[config.mk]
export PLATFORM = sky130hd
export DESIGN_NAME = cyc_timer
export DESIGN_NICKNAME = d
export VERILOG_FILES = /design/src/rtl/cyc_timer_pkg.sv /design/src/rtl/cyc_timer_core.sv /design/src/rtl/cyc_timer_branch.sv /design/src/rtl/cyc_timer.sv
export SDC_FILE = /design/constraint.sdc
export NUM_CORES = 1
export LEC_CHECK = 0
export ABC_AREA = 1
export BUFFER_PORTS_ARGS = -buffer_cell sky130_fd_sc_hd__buf_4
export CORE_MARGIN = 2
export CORE_UTILIZATION = 53
export DETAILED_ROUTE_END_ITERATION = 10
export HOLD_SLACK_MARGIN = 0.12
export MAX_ROUTING_LAYER = met4
export PLACE_DENSITY = 0.82
export RECOVER_POWER = 25
export SYNTH_ARGS = -nofsm -noshare
export SYNTH_HDL_FRONTEND = slang
export SYNTH_SLANG_ARGS = --single-unit
[constraint.sdc]
create_clock -name clk -period 2.3 [get_ports clk]
set_input_delay 0.115 -clock clk [delete_from_list [all_inputs] [get_ports clk]]
set_output_delay 0.115 -clock clk [all_outputs]
set_load 0.01 [all_outputs]
[src/rtl/cyc_timer_pkg.sv]
package cyc_timer_pkg;
    localparam int unsigned DEF_CNT_W = 27;
    localparam int unsigned DEF_PC_W  = 27;

    typedef enum logic [1:0] {
        PH_IDLE = 2'd0,
        PH_RUN  = 2'd1,
        PH_DONE = 2'd2
    } tmr_phase_e;
endpackage

[src/rtl/cyc_timer_core.sv]
module cyc_timer_core
    import cyc_timer_pkg::*;
#(
    parameter int unsigned CNT_W = DEF_CNT_W
) (
    input  logic             clk,
    input  logic             rst_n,
    input  logic             start_i,
    input  logic [CNT_W-1:0] thresh_i,
    output logic             reached_o,
    output logic [CNT_W-1:0] count_o
);
    localparam logic [CNT_W-1:0] ONE = {{(CNT_W-1){1'b0}}, 1'b1};

    typedef struct packed {
        tmr_phase_e       phase;
        logic [CNT_W-1:0] count;
        logic [CNT_W-1:0] limit;
    } tmr_state_t;

    tmr_state_t s_d, s_q;

    always_comb begin
        s_d = s_q;
        if (start_i) begin
            s_d.count = '0;
            s_d.limit = thresh_i;
            s_d.phase = (thresh_i == '0) ? PH_DONE : PH_RUN;
        end else if (s_q.phase == PH_RUN) begin
            s_d.count = s_q.count + ONE;
            if (s_d.count == s_q.limit) begin
                s_d.phase = PH_DONE;
            end
        end
    end

    always_ff @(posedge clk or negedge rst_n) begin
        if (!rst_n) begin
            s_q <= '{phase: PH_IDLE, count: '0, limit: '0};
        end else begin
            s_q <= s_d;
        end
    end

    assign reached_o = (s_q.phase == PH_DONE);
    assign count_o   = s_q.count;
endmodule

[src/rtl/cyc_timer_branch.sv]
module cyc_timer_branch #(
    parameter int unsigned PC_W = cyc_timer_pkg::DEF_PC_W
) (
    input  logic            br_valid_i,
    input  logic [PC_W-1:0] br_target_i,
    input  logic            reached_i,
    output logic            take_o,
    output logic [PC_W-1:0] target_o
);
    always_comb begin
        take_o   = br_valid_i & reached_i;
        target_o = take_o ? br_target_i : '0;
    end
endmodule

[src/rtl/cyc_timer.sv]
module cyc_timer
    import cyc_timer_pkg::*;
#(
    parameter int unsigned CNT_W = DEF_CNT_W,
    parameter int unsigned PC_W  = DEF_PC_W
) (
    input  logic             clk,
    input  logic             rst_n,
    input  logic             start_i,
    input  logic [CNT_W-1:0] thresh_i,
    input  logic             br_valid_i,
    input  logic [PC_W-1:0]  br_target_i,
    output logic             reached_o,
    output logic [CNT_W-1:0] count_o,
    output logic             take_o,
    output logic [PC_W-1:0]  target_o
);
    cyc_timer_core #(.CNT_W(CNT_W)) i_core (
        .clk       (clk),
        .rst_n     (rst_n),
        .start_i   (start_i),
        .thresh_i  (thresh_i),
        .reached_o (reached_o),
        .count_o   (count_o)
    );

    cyc_timer_branch #(.PC_W(PC_W)) i_branch (
        .br_valid_i  (br_valid_i),
        .br_target_i (br_target_i),
        .reached_i   (reached_o),
        .take_o      (take_o),
        .target_o    (target_o)
    );
endmodule

== Word-level counts from Yosys, hierarchy flattened ==
Index checks and enable logic that the tools add are counted.

* Reductions and logical operators: 4
* Add/subtract/negate cells: 1
* Bitwise operators: 1
* Eq/ne operators: 3
* Muxes and demuxes: 5

{| class="wikitable"
|+ Operators with widths
! cell !! number
|-
| $mux 29 || 2
|-
| $add 27x1->27 const B || 1
|-
| $eq 27x27->1 || 1
|-
| $logic_not 27->1 || 1
|-
| $mux 27 || 1
|-
| $mux 2 || 2
|-
| $reduce_bool 2->1 || 2
|-
| $eq 2x1->1 const B || 1
|-
| $eq 2x2->1 const B || 1
|-
| $reduce_and 2->1 || 1
|-
| $and 1x1->1 || 1
|}

* Logic and storage cells: 17
* Output and inout port bits: 56
* Register bits: 56

== Depth between registers and ports, before layout ==
Gate-level depths: netlist of run 1.

* Depth after elaboration: 5
* Mapped depth: 16

== Modules after synthesis ==
A second synthesis of run 1 with hierarchy kept.

* Cells, all modules: 604
* Area, all modules: 3960.0 µm²

{| class="wikitable"
|+ By module, submodules not included
! module !! area each (µm²) !! sequential area each (µm²) !! cells an instance !! instances
|-
| cyc_timer_core || 3717.3 || 1401.3 || 546 || 1
|-
| cyc_timer_branch || 242.7 || 0.0 || 58 || 1
|}

== Worst setup path after synthesis of run 1 ==
No wires, ideal clock.

* Kind: reg-to-reg
* Start: reg i_core.s_q, in the netlist i_core.count_o[0]
* End: reg i_core.s_q[54] (netlist bit)
* Data required time: 2.183 ns
* Path buffers: 0
* Arrival time: 1.678 ns
* Setup time: 0.117 ns
* Path slack: 0.506 ns
* Stages on the path, launching flop included: 17
* Path through: dfrtp_1 ha_1 nand3_1 nor2_1 nand2_1 nand2_1 nand2_1 nand2_1 nand2_1 inv_1 nand2_1 nor2_1 nand2_1 nor2_1 nand3_1 nand2_1 nor2_1

* Cells in the longest elaborated chain, start to end: 4

{| class="wikitable"
|+ Ends and longest elaborated chain
! item !! line !! text
|-
| start, declared || cyc_timer_core.sv:21 || <nowiki>tmr_state_t s_d, s_q;</nowiki>
|-
| start signal, assigned || cyc_timer_core.sv:39 || <nowiki>s_q <= '{phase: PH_IDLE, count: '0, limit: '0};</nowiki>
|-
| $add 27x1->27 || cyc_timer_core.sv:30 || <nowiki>s_d.count = s_q.count + ONE;</nowiki>
|-
| $eq 27x27->1 || cyc_timer_core.sv:31 || <nowiki>if (s_d.count == s_q.limit) begin</nowiki>
|-
| $reduce_bool 2->1 (no line) || - ||
|-
| $reduce_and 2->1 (no line) || - ||
|}

No other way between the ends.
A chain may end at the register's enable or synchronous reset.

== Worst setup path in the final report of run 1 ==
Same ends and word-level chain as after synthesis.

==> results of run 1 <==
## synthesized netlist by cell type
master / count / share of area
xnor3_1: 1 / 0.0058
nand2_1: 197 / 0.19
clkinv_1: 1 / 0.00097
o22ai_1: 19 / 0.031
o21ai_0: 31 / 0.040
a21oi_1: 1 / 0.0013
and2_1: 1 / 0.0016
nand4_1: 7 / 0.011
dfrtp_1: 56 / 0.36
nand3_1: 55 / 0.071
nor2_1: 81 / 0.078
o21ai_1: 3 / 0.0039
nor2_4: 4 / 0.012
xor2_1: 1 / 0.0023
nor3_2: 1 / 0.0026
buf_4: 27 / 0.052
nor4_1: 6 / 0.0097
inv_1: 91 / 0.088
nor2_2: 7 / 0.011
o211ai_1: 1 / 0.0019
nand2_2: 6 / 0.0097
clkbuf_1: 12 / 0.012
ha_1: 1 / 0.0032
## stage by stage
step                hold slack (ns)  utilization  cell area [sq um]  power (mW)  setup WS (ns)
floorplan                    -0.181            -               3880        1.22          0.506
detailed placement            0.222        0.650               4670        1.38         0.0484
global placement              0.216        0.650               4670        1.37          0.174
CTS                           0.191        0.703               5040        1.98         0.0536
finish                        0.200        0.701               5030        1.97          0.175
global route                  0.209        0.701               5030        2.06        0.00111
## metal layers
metal  wire [um]  global-route usage  up-vias  share of wire
li1            -                   -     2122              -
met1        4750               0.390     2020           0.40
met2        5800               0.480      206           0.49
met3         858              0.0402       38          0.073
met4         358               0.100        0          0.030
met5           0                   -        -              0
## layout make-up
type                            count  area share
Clock buffer                        7      0.0172
Clock inverter                      1     0.00149
Inverter                           92      0.0686
Multi-Input combinational cell    423       0.377
Sequential cell                    56       0.279
Tap cell                           99      0.0246
Timing Repair Buffer              151       0.232
## kinds of logic (layout without fill, tap and decap cells)
group | count (synthesis) | after routing
flip-flops | 56 | 56
adder cells (fa/ha/maj) | 1 | 1
AND/OR/NAND/NOR | 365 | 365
buffers and inverters | 131 | 251
XOR/XNOR | 2 | 2
AO/OA/AOI/OAI | 55 | 55
## sequential cells by signal, summed over array words and instances, names as in the netlist
name,cells
i_core.count_o,27
i_core.s_q,29
## worst paths after layout
kind | startpoint | to | cells after the start
setup reg to reg | i_core.count_o[0]$_DFFE_PN0P_ | i_core.s_q[54]$_DFFE_PN0P_ | 16
min in group asynchronous | rst_n | i_core.count_o[11]$_DFFE_PN0P_ | 2
hold / removal | start_i | i_core.s_q[19]$_DFFE_PN0P_ | 3
max in group asynchronous | rst_n | i_core.count_o[0]$_DFFE_PN0P_ | 2
hold reg to reg | i_core.s_q[24]$_DFFE_PN0P_ | i_core.s_q[24]$_DFFE_PN0P_ | 2
setup / recovery | i_core.count_o[0]$_DFFE_PN0P_ | i_core.s_q[54]$_DFFE_PN0P_ | 16
## repair_timing
item,4_1_cts,5_1_grt
hold buffers,28,0
gates resized for setup,0,7
setup buffers,0,2
hold endpoints to repair,83,0
endpoints found under the setup margin,0,2
## report_power, final
group / switching (mW) / leakage [nW] / internal, mW
Combinational: 0.174 / 1.78 / 0.155
Clock: 0.332 / 0.0445 / 0.246
Sequential: 0.0328 / 0.720 / 1.03
## worst max-delay path, stage by stage, from the launching register on
cell     delay (ns)
dfrtp_2        0.43
ha_2           0.23
nand2_2        0.10
nor2_4         0.17
nand2_2        0.12
nand2_1        0.10
nand2_1        0.06
nand2_1        0.07
nand2_1        0.06
nor2_1         0.11
nand2_1        0.06
nor2_1         0.14
nand2_1        0.07
nor2_1         0.10
nand3_1        0.11
nand2_1        0.08
nor2_1         0.04
==> impl_results.md, run 1 <==
* Status: completed
* CTS tree: built
* Post-Synth Simple-Gate Area at 0.397
* Worst-path clk slew at 0.10 ns
* Commonest non-fill, non-tap cell in the layout: nand2_1
* Worst EP arrival at 2.34 ns
* FP Rows at 31
* CP Max Fanout at 6
* Io pins at 114
* Vias in the first global route at 3870
* Sink Count at 56
* Final hold vios at 0
* Cells after DPL at 791
* Power per cell area at 392 nW/um^2
* Endpoints failing setup at 0
* PortBufs at 113
* Hpwl dp at 8.74 mm
* Synth Area in Adders at 0.00322
* Synth Area in XOR/XNOR at 0.00806
* R2R Setup Slk at 0.17 ns
* CTS root buffer: clkbuf_8
* Vias per inst at 5.29
* RSZ-0062 raised after global routing: false
* Final worst path period need at 2.13 ns
* Post-synthesis compound-gate area fraction at 0.0777
* Clock Latency Late Sink at 0.31 ns
* Static Leak at 2.55 nW
* Die Span X at 89.6 um
* Final Max Slew Viols at 0
* Sequential fraction of the synthesis area at 0.361
* Synth warn at 0
* Initial antenna violation count at 0
* Area Overhead vs Synth at 29.6%
* Number of routed nets with antenna violations at 0
* Initial Utilization at 0.541
* Crit. End Element: flop
* Register area at 1410 sq um
* Worst Hold Class: input port to flop
* FILL cells at 585
* GRT Overall Usage at 0.299
* Commonest non-fill, non-tap cells in the layout: nand2_1 (196), buf_4 (98), inv_1 (91), nor2_1 (79), nand3_1 (55)
* Drt pass-1 iters at 5
* Distinct cells, synth at 23
* Sum Neg Setup Slack at 0 ns
* Setup Skew at 0.0124 ns
* Pin count of the biggest net entering global routing at 57
* Die footprint at 8030 sq um
* FMAX at 0.471 GHz
* Largest family of logic cells by synthesized area: simple AND/OR/NAND/NOR gates
* Synthesized area at 3880 sq um
* H-tree depth at 2
* Ratio of cells with drive above 1 in the final layout at 0.200
* Rel. slew slack at 0.0511
* Routed WL at 11.8 mm
* Mapped Cells at 610
* Routed WL per cell at 14.2 um
* Synth Net Count at 669
* Kind of critical path: flop to flop
* Clock Path Buffers at 2
* FF+latch count, synth at 56
* Mux contribution to synthesized area at 0
* CP Launch Type: flop
* Iteration-0 DRC Markers at 376
* Overflow after GRT at 0
* Fin nets at 788
* Antenna diodes at 0
* Slew @ Worst Pin at 1.42 ns
* Placer Congestion at 0.954
* Mapped Avg Cell Area at 6.36 sq um
* Core area at 7180 sq um
* Vias at 4386
* Chip Height at 89.6 um
* Drt drc at 0
* Period utilisation layout at 0.924
* Total CTS buffers at 5
* First-pass GRT wire length at 17.9 mm
* Multi-input logic area at 1900 sq um
* Final non-filler cell total at 829
* Max-cap violations at 0
* Max IR drop VDD at 0.273 mV
* WP data required at 2.51 ns
No activity file was read; power rests on OpenSTA's default activity.
==> run 2, diff against run 1 <==
--- a/config.mk
+++ b/config.mk
@@ -12,8 +12,9 @@
 export DETAILED_ROUTE_END_ITERATION = 10
 export HOLD_SLACK_MARGIN = 0.12
 export MAX_ROUTING_LAYER = met4
-export PLACE_DENSITY = 0.82
+export PLACE_DENSITY = 0.81
 export RECOVER_POWER = 25
 export SYNTH_ARGS = -nofsm -noshare
 export SYNTH_HDL_FRONTEND = slang
+export SYNTH_HIERARCHICAL = 1
 export SYNTH_SLANG_ARGS = --single-unit
==> run 2 against run 1 <==
  * Clock-buffer cell count down 1
  * Die area increased by 1.9%
  * Sequential share of layout area down 0.49 points
==> impl_results.md, run 2 <==
* Die Span X at 90.4 um (+0.95%)
* Pin count of the biggest net entering global routing at 57 (unchanged)
* Distinct cells, synth at 27 (+17%)
* Slew @ Worst Pin at 1.43 ns (+0.0111 ns)
* Chip Height at 90.4 um (+0.95%)
* Ratio of cells with drive above 1 in the final layout at 0.229 (+0.0290)
* Sink Count at 56 (unchanged)
* Endpoints failing setup at 0 (unchanged)
* Synth Net Count at 663 (-0.90%)
* FILL cells at 613 (+4.8%)
* Commonest non-fill, non-tap cell in the layout: nand2_1
* Largest family of logic cells by synthesized area: simple AND/OR/NAND/NOR gates
* Post-Synth Simple-Gate Area at 0.399 (+0.00201)
* Slowest-stage cell, CP: dfrtp_2
* Main flop type after synthesis: dfrtp_1
* Most flops, register: i_core/s_q
* Rel. slew slack at 0.0437 (-0.00740)
* Status: completed
* Routed wl met3 at 884 um (+3.0%)
* Core Util, Final at 0.710 (+0.00871)
* Top Metal Used: met4
* Internal at 1.47 mW (+2.3%)
* Synth Area in XOR/XNOR at 0.0167 (+0.00869)
* Number of routed nets with antenna violations at 0 (unchanged)
* Clock Latency Late Sink at 0.31 ns (about the same)
* Die footprint at 8180 sq um (+1.9%)
* Vias in the first global route at 4259 (+10%)
* Mapped Cells at 604 (-0.98%)
* Crit. End Element: flop
* Worst EP arrival at 2.32 ns (-0.02 ns)
* Vias per inst at 5.25 (-0.75%)
* First-pass GRT wire length at 20.0 mm (+12%)
* CP Launch Type: flop
* Vias at 4327 (-1.3%)
* Routed WL at 12.1 mm (+3.0%)
* Final hold vios at 0 (unchanged)
* PortBufs at 113 (unchanged)
* Post-synth EDFFs at 0 (unchanged)
* H-tree depth at 2 (unchanged)
* Buf+Inv Stages, Crit Path at 0 (unchanged)
* Clock network power share at 0.287 (-0.006)
* Worst path top cell family by delay: simple AND/OR/NAND/NOR gates
* Post-synth top area share at 0.354 (-0.00707)
* Multi-input logic area at 1990 sq um (+4.7%)
* Synthesized area at 3960 sq um (+2.0%)
* Synth Area in Adders at 0.00316 (-0.0000631)
* WP data required at 2.50 ns (about the same)
* Worst-path clk slew at 0.11 ns (about the same)
* Period utilisation layout at 0.923 (-0.00104)
* WL met2 at 6.13 mm (+5.8%)
* Worst-path cell chain: ha_2 -> nand2_2 -> nor2_4 -> nand2_4 -> o21ai_1 -> nand3_1 -> nand2_2 -> nand3_1 -> nor2_1 -> nand2_1 -> nor2_2 -> nand2_1 -> nand3_1 -> nand2_1
* Fin nets at 783 (-0.63%)
* Final worst path period need at 2.12 ns (-0.00240 ns)
* Final Max Slew Viols at 0 (unchanged)
* Fin Hold WS at 0.496 ns (+0.296 ns)
* Count leader, synth: nand2_1
* Sequential fraction of the synthesis area at 0.354 (-0.00707)
* Sum Neg Setup Slack at 0 ns (unchanged)
* Worst Hold Class: flop to flop
* Max IR drop VDD at 0.336 mV (+23%)
* CTS tree: built
* Overflow after GRT at 0 (unchanged)
* Top cells by count, synth: nand2_1 (185), inv_1 (87), nor2_1 (67), nand3_1 (66), dfrtp_1 (56)
* Power per cell area at 401 nW/um^2 (+2.3%)
* Combinational fraction of design power at 0.197 (+0.030)
* GRT Overall Usage at 0.308 (+0.00921)
* Antenna diodes at 0 (unchanged)
* Setup Skew at 0.00825 ns (-0.00415 ns)
* Hpwl dp at 8.94 mm (+2.3%)
* Max stage delay on crit path at 0.39 ns (-0.04 ns)
* Max-cap violations at 0 (unchanged)
* Worst slack, placed at 0.0228 ns (-0.0256 ns)
* Drt pass-1 iters at 8 (+3)
* Synth warn at 6 (+6)
* Placer Congestion at 0.938 (-1.7%)
* Register area at 1410 sq um (+0.53%)
* FMAX at 0.471 GHz (+0.11%)
* Post-synthesis compound-gate area fraction at 0.0742 (-0.00342)
* FF+latch count, synth at 56 (unchanged)
* Switching share of power at 0.290 (+0.0165)
* Routed WL per cell at 14.7 um (+3.6%)
* Mapped Avg Cell Area at 6.56 sq um (+3.0%)
* Drt drc at 0 (unchanged)
* Initial antenna violation count at 0 (unchanged)
* Met1 Routed Length at 4.90 mm (+3.1%)
* Async SR Flop Fraction at 1.00 (unchanged)
* CTS root buffer: clkbuf_8
* Iteration-0 DRC Markers at 356 (-5.3%)
* Static Leak at 2.67 nW (+5.0%)
* CP Max Fanout at 6 (unchanged)
* Initial Utilization at 0.546 (+0.00491)
* Kind of critical path: flop to flop
* Mux contribution to synthesized area at 0 (unchanged)
* Commonest non-fill, non-tap cells in the layout: nand2_1 (182), buf_4 (105), inv_1 (87), nand3_1 (66), nor2_1 (65)
* Io pins at 114 (unchanged)
* Setup ws final at 0.177 ns (+0.00240 ns)
* Switching Power at 0.598 mW (+11%)
* Core area at 7250 sq um (+1.1%)
* Total CTS buffers at 5 (unchanged)
* Area Overhead vs Synth at 30.1%
* Max reg flops at 29 (unchanged)
* FP Rows at 31 (unchanged)
* Clock Path Buffers at 2 (unchanged)
* Seq pwr share at 0.516 (-0.024)
* Synth area leader: dfrtp_1
* Synth area leaders: dfrtp_1 (35%), nand2_1 (18%), nand3_1 (8.3%)
-- run 2: cell types whose count changed after synthesis, sizes merged --
cell / change
a21oi: -1
and2: +1
buf: +2
clkbuf: -2
inv: -1
nand2: -10
nand3: +11
nand4: -1
nor2: -10
o21ai: +2
o22ai: -2
or2: +1
xor2: +4
-- run 2: power by group through the flow --
stage	Sequential [mW]	Clock, mW	Combinational [mW]
after floorplan	1.08	0	0.181
after global placement	1.08	0	0.354
after detailed placement	1.09	0	0.361
after CTS	1.06	0.600	0.406
after global routing	1.07	0.635	0.452
final	1.06	0.592	0.408
-- run 2: worst paths after layout --
check	startpoint	end	slack (ns)	cells past startpoint
setup / recovery	i_core/count_o[1]$_DFFE_PN0P_	i_core/s_q[54]$_DFFE_PN0P_	0.18	14
hold / removal	i_core/s_q[55]$_DFFE_PN0P_	i_core/s_q[55]$_DFFE_PN0P_	0.50	2
setup reg to reg	i_core/count_o[1]$_DFFE_PN0P_	i_core/s_q[54]$_DFFE_PN0P_	0.18	14
hold reg to reg	i_core/s_q[55]$_DFFE_PN0P_	i_core/s_q[55]$_DFFE_PN0P_	0.50	2
max in group asynchronous	rst_n	i_core/count_o[18]$_DFFE_PN0P_	0.68	2
min in group asynchronous	rst_n	i_core/s_q[7]$_DFFE_PN0P_	0.67	2
-- run 2: through the flow --
stage | total power, mW | instance area (sq um) | cells
floorplan | 1.26 | 3960 | 604
global placement | 1.44 | 4730 | 783
detailed placement | 1.45 | 4730 | 783
CTS | 2.07 | 5110 | 820
global route | 2.16 | 5150 | 824
finish | 2.06 | 5150 | 824
-- run 2: area by class of cell --
cell class,count,area share
Clock buffer,6,0.0160
Clock inverter,2,0.00267
Inverter,91,0.0663
Multi-Input combinational cell,418,0.386
Sequential cell,56,0.274
Tap cell,99,0.0240
Timing Repair Buffer,152,0.231
-- run 2: repair_timing --
| action | 4_1_cts | 5_1_grt |
|---|---|---|
| endpoints found under the setup margin | 1 | 2 |
| endpoints found under the hold margin | 83 | 0 |
| setup buffers | 1 | 4 |
| gates resized for setup | 0 | 19 |
| hold buffers | 28 | 0 |
| pin swaps | 0 | 3 |
-- run 2: worst min-delay path: stages (launching register included) --
cell and delay (ns):
dfrtp_1 0.37, nand2_1 0.05, nand2_1 0.05
-- run 2: metal layers --
layer | GRT usage | vias up
li1 | - | 2104
met1 | 0.384 | 2015
met2 | 0.531 | 184
met3 | 0.0434 | 24
met4 | 0.0769 | 0
met5 | - | -
-- run 2: cell families after synthesis --
logic type,count (synthesis)
AOI/OAI and AO/OA,54
adders and majority gates,1
buffers and inverters,130
and+or+nand+nor,357
xor gates and xnor gates,6
DFF,56
==> run 3, diff against run 2 <==
--- a/config.mk
+++ b/config.mk
@@ -10,7 +10,7 @@
 export CORE_MARGIN = 2
 export CORE_UTILIZATION = 53
 export DETAILED_ROUTE_END_ITERATION = 10
-export HOLD_SLACK_MARGIN = 0.12
+export HOLD_SLACK_MARGIN = 0.15
 export MAX_ROUTING_LAYER = met4
 export PLACE_DENSITY = 0.81
 export RECOVER_POWER = 25
==> constraint.sdc (replaced) <==
create_clock -name clk -period 2.3 [get_ports clk]
set_input_delay 0.345 -clock clk [delete_from_list [all_inputs] [get_ports clk]]
set_output_delay 0.345 -clock clk [all_outputs]
set_load 0.01 [all_outputs]
==> run 3 against run 2 <==
  * Clock skew hardly changed
  * Total power fell by 2.4%
  * Critical path depth is 1 higher
==> impl_results.md, run 3 (synthesis results as in run 2) <==
* Status: completed
* Initial Utilization at 0.546 (unchanged)
* Hpwl dp at 8.92 mm (-0.21%)
* Ratio of cells with drive above 1 in the final layout at 0.231 (+0.00169)
* Routed WL at 11.7 mm (-3.1%)
* Internal at 1.44 mW (-1.7%)
* Switching Power at 0.573 mW (-4.2%)
* FILL cells at 640 (+4.4%)
* Rel. slew slack at 0.0464 (+0.00264)
* Multi-input logic area at 1980 sq um (-0.38%)
* Static Leak at 2.60 nW (-2.9%)
* Sink Count at 56 (unchanged)
* Overflow after GRT at 0 (unchanged)
* Power per cell area at 412 nW/um^2 (+2.8%)
* FP Rows at 31 (unchanged)
* First-pass GRT wire length at 19.1 mm (-4.8%)
* Period utilisation layout at 0.936 (+0.0132)
* Cells after DPL at 782 (-0.13%)
* GRT Overall Usage at 0.293 (-0.0150)
* Commonest non-fill, non-tap cell in the layout: nand2_1
* CP Max Fanout at 6 (unchanged)
* Iteration-0 DRC Markers at 399 (+12%)
* Max-cap violations at 0 (unchanged)
* Pin count of the biggest net entering global routing at 57 (unchanged)
* PortBufs at 113 (unchanged)
* Clock network power share at 0.283 (-0.004)
* CP Launch Type: flop
* FMAX at 0.464 GHz (-1.4%)
* CP Capture Point: i_core/s_q[54]$_DFFE_PN0P_
* Total CTS buffers at 5 (unchanged)
* Vias in the first global route at 4093 (-3.9%)
* Initial antenna violation count at 0 (unchanged)
* Drt pass-1 iters at 5 (-3)
* Switching share of power at 0.284 (-0.00540)
* Routed WL per cell at 14.7 um (+0.23%)
* Endpoints failing setup at 0 (unchanged)
* Worst Hold Class: input port to flop
* Final worst path period need at 2.15 ns (+0.0304 ns)
* Clock Path Buffers at 2 (unchanged)
* WP data required at 2.50 ns (about the same)
* Seq pwr share at 0.530 (+0.014)
* CTS root buffer: clkbuf_8
* Max IR drop VDD at 0.321 mV (-4.5%)
* Vias at 4244 (-1.9%)
* Antenna diodes at 0 (unchanged)
* Clock Latency Late Sink at 0.31 ns (about the same)
* H-tree depth at 2 (unchanged)
* Fin nets at 756 (-3.4%)
* Chip Height at 90.4 um (unchanged)
* Io pins at 114 (unchanged)
* Worst EP arrival at 2.36 ns (+0.04 ns)
* Worst R2R Start: i_core/count_o[0]$_DFFE_PN0P_
* Max reg flops at 29 (unchanged)
* Setup ws final at 0.147 ns (-0.0304 ns)
* Area Overhead vs Synth at 23.5%
* Combinational fraction of design power at 0.186 (-0.011)
* R2R Setup Slk at 0.15 ns (-0.03 ns)
* Worst slack, placed at 0.0739 ns (+0.0511 ns)
* Register area at 1400 sq um (-0.62%)
* R2R cell count at 15 (+1)
* Crit path from: i_core/count_o[0]$_DFFE_PN0P_
* Design Power at 2.01 mW (-2.4%)
* Crit. End Element: flop
* Drt drc at 0 (unchanged)
* Vias per inst at 5.32 (+1.4%)
* CTS tree: built
* Number of routed nets with antenna violations at 0 (unchanged)
* Setup Skew at 0.00793 ns (-0.000321 ns)
* Most flops, register: i_core/s_q
* Critical R2R Capture: i_core/s_q[54]$_DFFE_PN0P_
* Worst-path clk slew at 0.10 ns (about the same)
* Slew @ Worst Pin at 1.43 ns (-0.00396 ns)
* Die footprint at 8180 sq um (unchanged)
* Placer Congestion at 0.986 (+5.1%)
* Kind of critical path: flop to flop
* Core area at 7250 sq um (unchanged)
* Final non-filler cell total at 797 (-3.3%)
* Die Span X at 90.4 um (unchanged)
* Final hold vios at 0 (unchanged)
* Commonest non-fill, non-tap cells in the layout: nand2_1 (185), buf_4 (121), inv_1 (87), nor2_1 (67), nand3_1 (66)
* Final Max Slew Viols at 0 (unchanged)
[run 3: repair_timing]
item / CTS / global route
setup buffers: 0 / 6
hold endpoints to repair: 56 / 0
endpoints found under the setup margin: 0 / 2
resized for setup: 0 / 7
hold buffers: 1 / 0
[run 3: worst max-delay path, cell delays in order, from the launching register on]
cell	delay (ns)
dfrtp_1	0.45
ha_4	0.18
nand2_2	0.08
nor2_4	0.18
nand2_4	0.12
buf_4	0.16
o21ai_2	0.16
nand3_1	0.10
nand2_1	0.10
nand2_1	0.05
nor2_1	0.09
nand3_1	0.09
nor2_1	0.12
nand2_1	0.07
nand3_1	0.07
nand2_1	0.05
[run 3: final cells by class]
cell class / instances / share of cell area
Clock buffer: 7 / 0.0176
Clock inverter: 1 / 0.00153
Inverter: 91 / 0.0698
Multi-Input combinational cell: 418 / 0.405
Sequential cell: 56 / 0.287
Tap cell: 99 / 0.0253
Timing Repair Buffer: 125 / 0.194
[run 3: worst min-delay path by stage]
stage	start	end	slack (ns)	depth (start not counted)
floorplan	rst_n	i_core/count_o[0]$_DFFE_PN0P_	0.05	0
global route	thresh_i[17]	i_core/s_q[17]$_DFFE_PN0P_	0.23	3
finish	thresh_i[12]	i_core/s_q[12]$_DFFE_PN0P_	0.23	3
detailed placement	rst_n	i_core/count_o[7]$_DFFE_PN0P_	0.45	1
global placement	rst_n	i_core/count_o[7]$_DFFE_PN0P_	0.45	1
CTS	thresh_i[12]	i_core/s_q[12]$_DFFE_PN0P_	0.23	3
[run 3: routing by layer]
metal  routed length (um)  share of wire  track usage
met5                    0              0            -
met4                  125          0.011       0.0756
met3                  835          0.071       0.0359
met2                 5840           0.50        0.487
met1                 4950           0.42        0.383
[run 3: per-stage QoR]
| step | setup TNS, ns | instance area (sq um) | util | hold WS, ns |
|---|---|---|---|---|
| 2_1_floorplan | 0 | 3960 | - | 0.0494 |
| 3_3_place_gp | 0 | 4720 | 0.651 | 0.445 |
| 3_5_place_dp | 0 | 4720 | 0.651 | 0.448 |
| 4_1_cts | 0 | 4820 | 0.665 | 0.230 |
| 5_1_grt | -0.0323 | 4890 | 0.674 | 0.232 |
| 6_report | 0 | 4890 | 0.674 | 0.233 |
[run 3: power by group through the flow]
| stage | Combinational (mW) | Sequential, mW | Clock (mW) |
|---|---|---|---|
| global route | 0.420 | 1.07 | 0.609 |
| global placement | 0.354 | 1.08 | 0 |
| CTS | 0.362 | 1.07 | 0.578 |
| detailed placement | 0.359 | 1.09 | 0 |
| finish | 0.375 | 1.07 | 0.571 |
| floorplan | 0.181 | 1.08 | 0 |
